**config.mk**
```make
export PLATFORM = sky130hd
export DESIGN_NAME = memdec_top
export DESIGN_NICKNAME = d
export VERILOG_FILES = /design/src/rtl/memdec_pkg.sv /design/src/rtl/memdec_region.sv /design/src/rtl/memdec_select.sv /design/src/rtl/memdec_bank_regs.sv /design/src/rtl/memdec_top.sv
export SDC_FILE = /design/constraint.sdc
export NUM_CORES = 1
export LEC_CHECK = 0
export CORE_UTILIZATION = 43
export DETAILED_ROUTE_END_ITERATION = 12
export PLACE_DENSITY = 0.83
export SLEW_MARGIN = 5
export SYNTH_ARGS = -nofsm -noshare
export SYNTH_HDL_FRONTEND = slang
export SYNTH_SLANG_ARGS = --single-unit
```
**constraint.sdc**
```tcl
create_clock -name clk -period 2.5 [get_ports clk]
set_clock_uncertainty 0.05 [all_clocks]
set_input_delay 0.25 -clock clk [delete_from_list [all_inputs] [get_ports clk]]
set_output_delay 0.25 -clock clk [all_outputs]
set_load 0.005 [all_outputs]
```
**src/rtl/memdec_pkg.sv**
```systemverilog
package memdec_pkg;

    typedef enum logic [1:0] {
        REG_RAM  = 2'd0,
        REG_IO   = 2'd1,
        REG_BRAM = 2'd2,
        REG_ROM  = 2'd3
    } region_t;

    typedef enum logic [1:0] {
        BUS_IDLE  = 2'd0,
        BUS_READ  = 2'd1,
        BUS_WRITE = 2'd2
    } bus_state_t;

endpackage

```
**src/rtl/memdec_region.sv**
```systemverilog
module memdec_region
    import memdec_pkg::*;
#(
    parameter int ADDR_W = 16,
    parameter logic [ADDR_W-1:0] IO_BASE   = 16'h9F00,
    parameter logic [ADDR_W-1:0] BRAM_BASE = 16'hA000,
    parameter logic [ADDR_W-1:0] ROM_BASE  = 16'hC000
) (
    input  logic [ADDR_W-1:0] addr,
    output region_t           region
);

    // Priority goes from the top of the map downward; RAM is the default.
    always_comb begin
        if (addr >= ROM_BASE)
            region = REG_ROM;
        else if (addr >= BRAM_BASE)
            region = REG_BRAM;
        else if (addr >= IO_BASE)
            region = REG_IO;
        else
            region = REG_RAM;
    end

endmodule

```
**src/rtl/memdec_select.sv**
```systemverilog
module memdec_select
    import memdec_pkg::*;
#(
    parameter int ADDR_W        = 16,
    parameter int IO_SLOTS      = 8,
    parameter int IO_SLOT_SHIFT = 5,
    localparam int SLOT_IDX_W   = (IO_SLOTS > 1) ? $clog2(IO_SLOTS) : 1
) (
    input  region_t             region,
    input  logic [ADDR_W-1:0]   addr,
    input  logic                enable,
    output logic                ram_cs,
    output logic                rom_cs,
    output logic                bram_cs,
    output logic                io_cs,
    output logic [IO_SLOTS-1:0] io_slot_sel
);

    logic [SLOT_IDX_W-1:0] slot_idx;

    assign slot_idx = addr[IO_SLOT_SHIFT +: SLOT_IDX_W];

    always_comb begin
        ram_cs  = 1'b0;
        rom_cs  = 1'b0;
        bram_cs = 1'b0;
        io_cs   = 1'b0;
        if (enable) begin
            unique case (region)
                REG_RAM:  ram_cs  = 1'b1;
                REG_IO:   io_cs   = 1'b1;
                REG_BRAM: bram_cs = 1'b1;
                REG_ROM:  rom_cs  = 1'b1;
                default:  ram_cs  = 1'b1;
            endcase
        end
    end

    for (genvar g = 0; g < IO_SLOTS; g++) begin : g_slot
        assign io_slot_sel[g] = io_cs && (slot_idx == SLOT_IDX_W'(g));
    end

endmodule

```
**src/rtl/memdec_bank_regs.sv**
```systemverilog
module memdec_bank_regs
    import memdec_pkg::*;
#(
    parameter int ADDR_W     = 16,
    parameter int DATA_W     = 8,
    parameter int RAM_BANK_W = 8,
    parameter int ROM_BANK_W = 5,
    parameter logic [ADDR_W-1:0] RAM_BANK_ADDR = 16'h0000,
    parameter logic [ADDR_W-1:0] ROM_BANK_ADDR = 16'h0001
) (
    input  logic                  clk,
    input  logic                  rst_n,
    input  logic                  phi2,
    input  logic                  rw,
    input  logic [ADDR_W-1:0]     addr,
    input  logic [DATA_W-1:0]     data_in,
    output logic [RAM_BANK_W-1:0] ram_bank,
    output logic [ROM_BANK_W-1:0] rom_bank
);

    bus_state_t state_q, state_d;

    logic              hold_ram_hit;
    logic              hold_rom_hit;
    logic [DATA_W-1:0] hold_data;
    logic              commit;

    // State register
    always_ff @(posedge clk) begin
        if (!rst_n)
            state_q <= BUS_IDLE;
        else
            state_q <= state_d;
    end

    // Next state
    always_comb begin
        state_d = state_q;
        unique case (state_q)
            BUS_IDLE:  if (phi2) state_d = rw ? BUS_READ : BUS_WRITE;
            BUS_READ:  if (!phi2) state_d = BUS_IDLE;
                       else if (!rw) state_d = BUS_WRITE;
            BUS_WRITE: if (!phi2) state_d = BUS_IDLE;
                       else if (rw) state_d = BUS_READ;
            default:   state_d = BUS_IDLE;
        endcase
    end

    // Outputs: a commit happens on the WRITE -> IDLE transition.
    always_comb begin
        commit = 1'b0;
        unique case (state_q)
            BUS_WRITE: commit = !phi2;
            BUS_IDLE,
            BUS_READ:  commit = 1'b0;
            default:   commit = 1'b0;
        endcase
    end

    // Address and data from the latest high-phase write cycle
    always_ff @(posedge clk) begin
        if (!rst_n) begin
            hold_ram_hit <= 1'b0;
            hold_rom_hit <= 1'b0;
            hold_data    <= '0;
        end else if (phi2 && !rw) begin
            hold_ram_hit <= (addr == RAM_BANK_ADDR);
            hold_rom_hit <= (addr == ROM_BANK_ADDR);
            hold_data    <= data_in;
        end
    end

    always_ff @(posedge clk) begin
        if (!rst_n) begin
            ram_bank <= '0;
            rom_bank <= '0;
        end else if (commit) begin
            if (hold_ram_hit) ram_bank <= hold_data[RAM_BANK_W-1:0];
            if (hold_rom_hit) rom_bank <= hold_data[ROM_BANK_W-1:0];
        end
    end

endmodule

```
**src/rtl/memdec_top.sv**
```systemverilog
module memdec_top
    import memdec_pkg::*;
#(
    parameter int ADDR_W        = 16,
    parameter int DATA_W        = 8,
    parameter int RAM_BANK_W    = 8,
    parameter int ROM_BANK_W    = 5,
    parameter int IO_SLOTS      = 8,
    parameter int IO_SLOT_SHIFT = 5,
    parameter logic [ADDR_W-1:0] IO_BASE       = 16'h9F00,
    parameter logic [ADDR_W-1:0] BRAM_BASE     = 16'hA000,
    parameter logic [ADDR_W-1:0] ROM_BASE      = 16'hC000,
    parameter logic [ADDR_W-1:0] RAM_BANK_ADDR = 16'h0000,
    parameter logic [ADDR_W-1:0] ROM_BANK_ADDR = 16'h0001
) (
    input  logic                  clk,
    input  logic                  rst_n,
    input  logic                  phi2,
    input  logic [ADDR_W-1:0]     addr,
    input  logic [DATA_W-1:0]     data_in,
    input  logic                  rw,
    output logic                  ram_cs,
    output logic                  rom_cs,
    output logic                  bram_cs,
    output logic                  io_cs,
    output logic [IO_SLOTS-1:0]   io_slot_sel,
    output logic [RAM_BANK_W-1:0] ram_bank,
    output logic [ROM_BANK_W-1:0] rom_bank
);

    region_t region;
    logic    sel_enable;

    // Reads decode at once; writes only during the high phase.
    assign sel_enable = rw || phi2;

    memdec_region #(
        .ADDR_W    (ADDR_W),
        .IO_BASE   (IO_BASE),
        .BRAM_BASE (BRAM_BASE),
        .ROM_BASE  (ROM_BASE)
    ) u_region (
        .addr   (addr),
        .region (region)
    );

    memdec_select #(
        .ADDR_W        (ADDR_W),
        .IO_SLOTS      (IO_SLOTS),
        .IO_SLOT_SHIFT (IO_SLOT_SHIFT)
    ) u_select (
        .region      (region),
        .addr        (addr),
        .enable      (sel_enable),
        .ram_cs      (ram_cs),
        .rom_cs      (rom_cs),
        .bram_cs     (bram_cs),
        .io_cs       (io_cs),
        .io_slot_sel (io_slot_sel)
    );

    memdec_bank_regs #(
        .ADDR_W        (ADDR_W),
        .DATA_W        (DATA_W),
        .RAM_BANK_W    (RAM_BANK_W),
        .ROM_BANK_W    (ROM_BANK_W),
        .RAM_BANK_ADDR (RAM_BANK_ADDR),
        .ROM_BANK_ADDR (ROM_BANK_ADDR)
    ) u_banks (
        .clk      (clk),
        .rst_n    (rst_n),
        .phi2     (phi2),
        .rw       (rw),
        .addr     (addr),
        .data_in  (data_in),
        .ram_bank (ram_bank),
        .rom_bank (rom_bank)
    );

endmodule

```
==> results of run 1 <==
==> worst paths after layout <==
check,to,start,depth (start not counted)
worst max-delay path,io_slot_sel[2],addr[12],5
worst min-delay path,u_banks.hold_data[5]$_SDFFE_PN0P_,u_banks.hold_data[5]$_SDFFE_PN0P_,2
worst max register to register,u_banks.ram_bank[6]$_SDFFE_PN0P_,u_banks.state_q[0]$_SDFFE_PN0P_,4
worst min register to register,u_banks.hold_data[5]$_SDFFE_PN0P_,u_banks.hold_data[5]$_SDFFE_PN0P_,2
==> power by group through the flow <==
| stage | logic, uW | clock network [uW] | registers, uW |
|---|---|---|---|
| 5_1_grt | 115 | 201 | 411 |
| 2_1_floorplan | 32.0 | 0 | 418 |
| 4_1_cts | 104 | 178 | 410 |
| 3_5_place_dp | 104 | 0 | 419 |
| 3_3_place_gp | 101 | 0 | 419 |
| 6_report | 107 | 176 | 410 |
==> state kept, by name (all words and copies together), names as in the netlist <==
register and cells:
u_banks.hold_data 8, u_banks.ram_bank 8, u_banks.rom_bank 5, u_banks.state_q 2
u_banks.hold_ram_hit 1, u_banks.hold_rom_hit 1
==> what timing repair did <==
action / in CTS / in global routing
setup endpoints to repair: 2 / 6
gates cloned: 0 / 0
setup buffers: 0 / 2
resized for setup: 2 / 5
pin swaps: 0 / 0
==> worst reg2reg max path: cells and delay by family (launching register included) <==
family,cells,cell delay [ns]
multiplexers,1,0.19
AND/OR/NAND/NOR,2,0.39
buffers and inverters,1,0.21
flip-flops,1,0.35
==> stage by stage <==
stage               total power, uW  instances    util  worst slack (ns)
floorplan                     449.9        122       -            0.9518
global placement              519.6        207  0.6977           0.03446
detailed placement            522.9        207  0.6977          -0.01006
CTS                           692.9        211  0.7072          0.004360
global route                  726.8        213  0.7222         -0.007592
finish                        693.3        213  0.7222           0.02740
==> cell type report <==
type / instances / area [um^2]
fillers: 204 / 694.4
multi-input cells: 88 / 620.6
flip-flops and latches: 25 / 500.5
inverters: 2 / 7.507
repair buffers: 64 / 613.1
well taps: 30 / 37.54
clock buffers: 4 / 26.28
==> cell families (layout without fill, tap and decap cells) <==
family                 after synthesis  count (layout)  synth area share
and+or+nand+nor                     62              62            0.3268
DFF                                 25              25            0.4386
AOI/OAI and AO/OA                   13              13           0.08224
muxes                               13              13            0.1140
buffers and inverters                9              70           0.03838
==> routing by layer <==
| metal | up-vias | wire length, um | GRT usage |
|---|---|---|---|
| li1 | 547 | - | - |
| met5 | - | 0 | 0 |
| met1 | 505 | 1253 | 0.2448 |
| met2 | 36 | 1512 | 0.3708 |
| met3 | 4 | 130 | 0.02874 |
| met4 | 0 | 45 | 0.09211 |
==> placed cells by master (no fill, tap or decap), drive strengths merged, types with 2 or more instances in the layout <==
master | synthesis | final
nand4 | 2 | 2
nand2 | 19 | 19
nor3 | 4 | 4
dfxtp | 25 | 25
nor2b | 14 | 14
nand3 | 2 | 2
nor4 | 6 | 6
clkbuf | 4 | 4
nor4bb | 2 | 2
inv | 2 | 2
o21ai | 2 | 2
dlymetal6s2s | 0 | 2
nand2b | 2 | 2
nor2 | 2 | 2
clkdlybuf4s50 | 0 | 48
nor4b | 3 | 3
dlygate4sd2 | 0 | 2
buf | 3 | 12
a21boi | 8 | 8
mux2i | 13 | 13
==> insert_results.sql, run 1 <==
INSERT INTO impl_metrics (metric_group, metric, value, unit) VALUES
('setup_path', 'ff2ff_setup_slack', '1.22', 'ns'),
('timing', 'drv_slew', '0', ''),
('placed_design', 'post_detailed_placement_cell_area', '0.001744', 'mm^2'),
('finish', 'syn_to_final_growth', '58.22', '%'),
('cts', 'htree_levels', '1', ''),
('placed_design', 'io_buffers', '52', ''),
('routing', 'drt-pass1-iter-count', '4', ''),
('power', 'p_per_area', '384.0', 'mW/mm^2'),
('logic_synthesis', 'synth.area.top_cells', 'sky130_fd_sc_hd__dfxtp_1 (44%), sky130_fd_sc_hd__mux2i_1 (11%), sky130_fd_sc_hd__nor2b_1 (7.7%), sky130_fd_sc_hd__nand2_1 (6.3%), sky130_fd_sc_hd__a21boi_0 (5.3%)', ''),
('power', 'sw_frac_of_total', '0.2314', ''),
('cts', 'clkSlewWorstSetupHoldPaths', '0.13', 'ns'),
('global_route', 'first_global_vias', '1043', ''),
('logic_synthesis', 'netlist_top_cells_count', 'sky130_fd_sc_hd__dfxtp_1 (25), sky130_fd_sc_hd__nand2_1 (19), sky130_fd_sc_hd__nor2b_1 (14)', ''),
('routing', 'routed-via-count', '1092', ''),
('setup_path', 'cpMaxStageDelayCell', 'sky130_fd_sc_hd__or4_4', ''),
('timing', 'setup_violations', '0', ''),
('floorplan', 'num_rows', '18', ''),
('routing', 'drt-vias-per-instance', '5.127', ''),
('cts', 'cts_inserted_buffers', '3', ''),
('logic_synthesis', 'post-synth-top-area-fraction', '0.4386', ''),
('routing', 'drt_drc_violations_left', '0', ''),
('placed_design', 'routabilityCongestion', '0.7499', ''),
('setup_path', 'cp-end-kind', 'primary output', ''),
('routing', 'detailedRoute.firstIterationViolations', '10', ''),
('setup_path', 'worst_path_largest_cell_delay', '0.57', 'ns'),
('cts', 'tritoncts', 'yes', ''),
('logic_synthesis', 'post-synth-top-count-cell', 'sky130_fd_sc_hd__dfxtp_1', ''),
('cts', 'skew_pair_late_insertion_delay', '0.31', 'ns'),
('setup_path', 'cp_max_fo', '7', ''),
('timing', 'period_minus_slack', '2.473', 'ns'),
('timing', 'worst_margin_pin_slew', '0.4297', 'ns'),
('setup_path', 'critical-path-top-delay-family', 'buffers and inverters', ''),
('logic_synthesis', 'postSynth.topFlopCell', 'sky130_fd_sc_hd__dfxtp_1', ''),
('global_route', 'grt_max_degree', '27', ''),
('timing', 'slew-limit-headroom', '0.7129', ''),
('cts', 'cts_hold_buffers', '0', ''),
('timing', 'worst_hold_margin', '0.4247', 'ns'),
('power', 'power.ir.vdd_worst', '0.3307', 'mV'),
('timing', 'achievable-frequency', '404.4', 'MHz'),
('logic_synthesis', 'number_of_enable_type_register_cells_in_the_synthesized_netlist', '0', ''),
('setup_path', 'required', '2.20', 'ns'),
('logic_synthesis', 'synth_warnings', '0', ''),
('global_route', 'globalRouteOverflowTotal', '0', ''),
('cts', 'cts_root_buf', 'sky130_fd_sc_hd__clkbuf_4', ''),
('power', 'power.share.combinational', '0.154', ''),
('routing', 'final_antenna_net_count', '0', ''),
('global_route', 'grt_first_pass_wirelength', '4.312', 'mm'),
('setup_path', 'cell_by_cell_trace_of_the_critical_path', 'clkdlybuf4s50_1, nand2b_4, or4_4, nor3_1, clkdlybuf4s50_1', ''),
('timing', 'period_share', '0.9890', ''),
('logic_synthesis', 'mapped_nets', '150', ''),
('run_status', 'status', 'finished, final reports clean', ''),
('power', 'cellLeakagePower', '0.0006443', 'uW'),
('floorplan', 'die_h', '53.52', 'um'),
('floorplan', 'initial_core_util', '0.4565', ''),
('timing', 'finalSetupTns', '0', 'ns'),
('finish', 'antenna_cells_inserted', '0', ''),
('logic_synthesis', 'post_synth_inst_count', '122', ''),
('setup_path', 'critical_path.most_common_cell', 'sky130_fd_sc_hd__clkdlybuf4s50_1', ''),
('finish', 'nets', '212', ''),
('global_route', 'number_of_antenna_violations_at_the_first_check_in_global_routing', '0', ''),
('setup_path', 'arrival', '2.17', 'ns'),
('finish', 'layout.cell_area.non_filler', '0.001805', 'mm^2'),
('logic_synthesis', 'post-synth-top-area-cell', 'sky130_fd_sc_hd__dfxtp_1', ''),
('logic_synthesis', 'ys_seq_area_frac', '0.4386', ''),
('power', 'share_seq_of_total_power', '0.592', ''),
('cts', 'cts.path.max_buffers', '2', ''),
('floorplan', 'fp.coreArea', '0.002500', 'mm^2'),
('setup_path', 'path_class', 'in2out', ''),
('logic_synthesis', 'syn-cell-area', '0.001141', 'mm^2'),
('floorplan', 'io_pins', '53', ''),
('cts', 'clock_sink_count', '25', '');
Power figures use the tool's default switching activity.
==> run 2, diff against run 1 <==
--- a/config.mk
+++ b/config.mk
@@ -5,9 +5,8 @@
 export SDC_FILE = /design/constraint.sdc
 export NUM_CORES = 1
 export LEC_CHECK = 0
-export CORE_UTILIZATION = 43
+export CORE_UTILIZATION = 28
 export DETAILED_ROUTE_END_ITERATION = 12
-export PLACE_DENSITY = 0.83
 export SLEW_MARGIN = 5
 export SYNTH_ARGS = -nofsm -noshare
 export SYNTH_HDL_FRONTEND = slang
==> constraint.sdc (replaced) <==
create_clock -name clk -period 2.9 [get_ports clk]
set_clock_uncertainty 0.05 [all_clocks]
set_input_delay 0.29 -clock clk [delete_from_list [all_inputs] [get_ports clk]]
set_output_delay 0.29 -clock clk [all_outputs]
set_load 0.005 [all_outputs]
==> run 2 against run 1 <==
Against the previous run:
- critical path depth unchanged
- non-clock buffer count down 8
- first-iteration DRC count rose to 4.2 times the previous value
- highest routed layer unchanged
==> insert_results.sql, run 2 (same netlist as run 1, synthesis figures left out) <==
INSERT INTO impl_metrics (metric_group, metric, value, unit) VALUES
('cts', 'clkSlewWorstSetupHoldPaths', '0.08', 'ns'),
('floorplan', 'die_width', '65.84', 'um'),
('setup_path', 'arrival', '2.29', 'ns'),
('finish', 'antenna_cells_inserted', '0', ''),
('finish', 'nets', '204', ''),
('timing', 'finalSetupTns', '0', 'ns'),
('cts', 'post-cts-setup-buffer-count', '0', ''),
('setup_path', 'cp-end-kind', 'primary output', ''),
('setup_path', 'crit-reg2reg-launch', 'u_banks.state_q[0]$_SDFFE_PN0P_', ''),
('routing', 'avgRoutedWirePerCell', '11.93', 'um'),
('global_route', 'grtUsageTotal', '0.1354', ''),
('power', 'cellLeakagePower', '0.0005666', 'uW'),
('global_route', 'globalRoute.busiestLayer', 'met2', ''),
('global_route', 'met2_demand_to_capacity_share_in_global_routing', '0.2334', ''),
('power', 'post-layout-total-power', '635.1', 'uW'),
('power', 'power.ir.vdd_worst', '0.1609', 'mV'),
('floorplan', 'initial_core_util', '0.3026', ''),
('timing', 'rsz0062_at_grt', 'no', ''),
('floorplan', 'num_rows', '22', ''),
('cts', 'cts_inserted_buffers', '3', ''),
('placed_design', 'routabilityCongestion', '0.7807', ''),
('placed_design', 'placedCellCount', '219', ''),
('finish', 'layout.cell_area.non_filler', '0.001767', 'mm^2'),
('floorplan', 'fp.coreArea', '0.003771', 'mm^2'),
('timing', 'worst_margin_pin_slew', '0.7131', 'ns'),
('cts', 'cts_hold_buffers', '0', ''),
('routing', 'final_antenna_net_count', '0', ''),
('timing', 'achievable-frequency', '380.2', 'MHz'),
('timing', 'worst_hold_margin', '0.4171', 'ns'),
('setup_path', 'setup.worst_path.start', 'addr[10]', ''),
('placed_design', 'dp.final_hpwl', '2.080', 'mm'),
('setup_path', 'cpMaxStageDelayCell', 'sky130_fd_sc_hd__or4_4', ''),
('setup_path', 'cell_by_cell_trace_of_the_critical_path', 'clkdlybuf4s50_1, nand4_1, or4_4, nor4b_2, clkdlybuf4s50_1', ''),
('global_route', 'grt_use_met1', '0.1558', ''),
('setup_path', 'critical-path-top-delay-family', 'buffers and inverters', ''),
('setup_path', 'cp_max_fo', '8', ''),
('routing', 'drt-pass1-iter-count', '4', ''),
('setup_path', 'critical_path.most_common_cell', 'sky130_fd_sc_hd__clkdlybuf4s50_1', ''),
('cts', 'skew_pair_late_insertion_delay', '0.26', 'ns'),
('worst_hold_path', 'hp-start', 'u_banks.hold_data[6]$_SDFFE_PN0P_', ''),
('global_route', 'globalRouteOverflowTotal', '0', ''),
('routing', 'drt_drc_violations_left', '0', ''),
('setup_path', 'critical_path_buf_inv_count', '2', ''),
('setup_path', 'required', '2.56', 'ns'),
('finish', 'post_route_cells_drive_above_1_share', '0.08000', ''),
('timing', 'slew-limit-headroom', '0.5236', ''),
('cts', 'post_cts.resized_instances', '0', ''),
('cts', 'cts_root_buf', 'sky130_fd_sc_hd__clkbuf_8', ''),
('cts', 'clock_sink_count', '25', ''),
('floorplan', 'die_h', '65.84', 'um'),
('global_route', 'use_met3', '0.04310', ''),
('worst_hold_path', 'min_path_type', 'reg2reg', ''),
('routing', 'routed-via-count', '1047', ''),
('finish', 'largest_registers', 'u_banks.hold_data: 8 flops, u_banks.ram_bank: 8 flops, u_banks.rom_bank: 5 flops', ''),
('routing', 'drt-vias-per-instance', '4.695', ''),
('global_route', 'first_global_vias', '1077', ''),
('finish', 'syn_to_final_growth', '54.82', '%'),
('timing', 'drv_slew', '0', ''),
('timing', 'setup_violations', '0', ''),
('timing', 'period_share', '0.9070', ''),
('global_route', 'number_of_antenna_violations_at_the_first_check_in_global_routing', '0', ''),
('timing', 'period_minus_slack', '2.630', 'ns'),
('floorplan', 'dieArea', '0.004335', 'mm^2'),
('setup_path', 'path_class', 'in2out', ''),
('global_route', 'grt_max_degree', '27', ''),
('finish', 'nFillCells', '348', ''),
('cts', 'cts.path.max_buffers', '2', ''),
('placed_design', 'post_detailed_placement_cell_area', '0.001722', 'mm^2'),
('routing', 'detailedRoute.firstIterationViolations', '42', ''),
('finish', 'final_cell_mix', 'sky130_fd_sc_hd__clkdlybuf4s50_1 (52), sky130_fd_sc_hd__dfxtp_1 (25), sky130_fd_sc_hd__nand2_1 (19)', ''),
('cts', 'htree_levels', '1', ''),
('power', 'p_per_area', '359.5', 'mW/mm^2'),
('global_route', 'grt_first_pass_wirelength', '4.567', 'mm'),
('routing', 'wirelength', '2.660', 'mm'),
('setup_path', 'worst_path_largest_cell_delay', '0.57', 'ns'),
('timing', 'hold_violations', '0', ''),
('cts', 'tritoncts', 'yes', ''),
('floorplan', 'io_pins', '53', ''),
('job', 'number_of_max_cap_violations', '0', ''),
('finish', 'final_cells', '223', ''),
('run_status', 'status', 'finished, final reports clean', ''),
('placed_design', 'io_buffers', '52', ''),
('setup_path', 'critical_path_launch_point_type', 'primary input', ''),
('finish', 'final_common_cell', 'sky130_fd_sc_hd__clkdlybuf4s50_1', '');
## run 2: cell count changes in the layout (fill, tap and decap cells not counted), sizes merged
cell and change:
buf -8, clkdlybuf4s50 +4, dlygate4sd2 -2, dlymetal6s2s -2
## run 2: report_power, final
part | switching [uW] | internal, uW
clock network | 99.4 | 97.9
registers | 4.07 | 349
logic | 32.7 | 51.9
total | 136 | 499
## run 2: path summary, 6_finish.rpt
kind	end	slack, ns	cells after the start
worst min register to register	u_banks.hold_data[6]$_SDFFE_PN0P_	0.42	2
worst max-delay path	io_slot_sel[4]	0.27	5
worst max register to register	u_banks.ram_bank[3]$_SDFFE_PN0P_	1.22	4
worst min-delay path	u_banks.hold_data[6]$_SDFFE_PN0P_	0.42	2
## run 2: worst reg2reg max path: stages (launching register included)
cell and delay (ns):
sky130_fd_sc_hd__dfxtp_1 0.33, sky130_fd_sc_hd__nor4bb_2 0.64, sky130_fd_sc_hd__buf_4 0.29, sky130_fd_sc_hd__mux2i_1 0.21, sky130_fd_sc_hd__nor2b_1 0.06
## run 2: final cells by class
type                            count  area, um^2  area share
Tap cell                           48       60.06     0.03399
Multi-Input combinational cell     88       603.1      0.3414
Sequential cell                    25       500.5      0.2833
Timing Repair Buffer               56       550.5      0.3116
Clock buffer                        4       45.04     0.02550
Inverter                            2       7.507    0.004249
## run 2: metrics by stage
step	worst slack, ns	utilization
6_report	0.2697	0.4685
5_1_grt	0.1251	0.4685
4_1_cts	0.2492	0.4685
3_5_place_dp	0.2615	0.4565
3_3_place_gp	0.3091	0.4565
2_1_floorplan	1.272	-
## run 2: metal layers
metal / wire length, um / vias up
li1: - / 535
met3: 216 / 2
met4: 27 / 0
met5: 0 / -
met1: 1159 / 463
met2: 1256 / 47
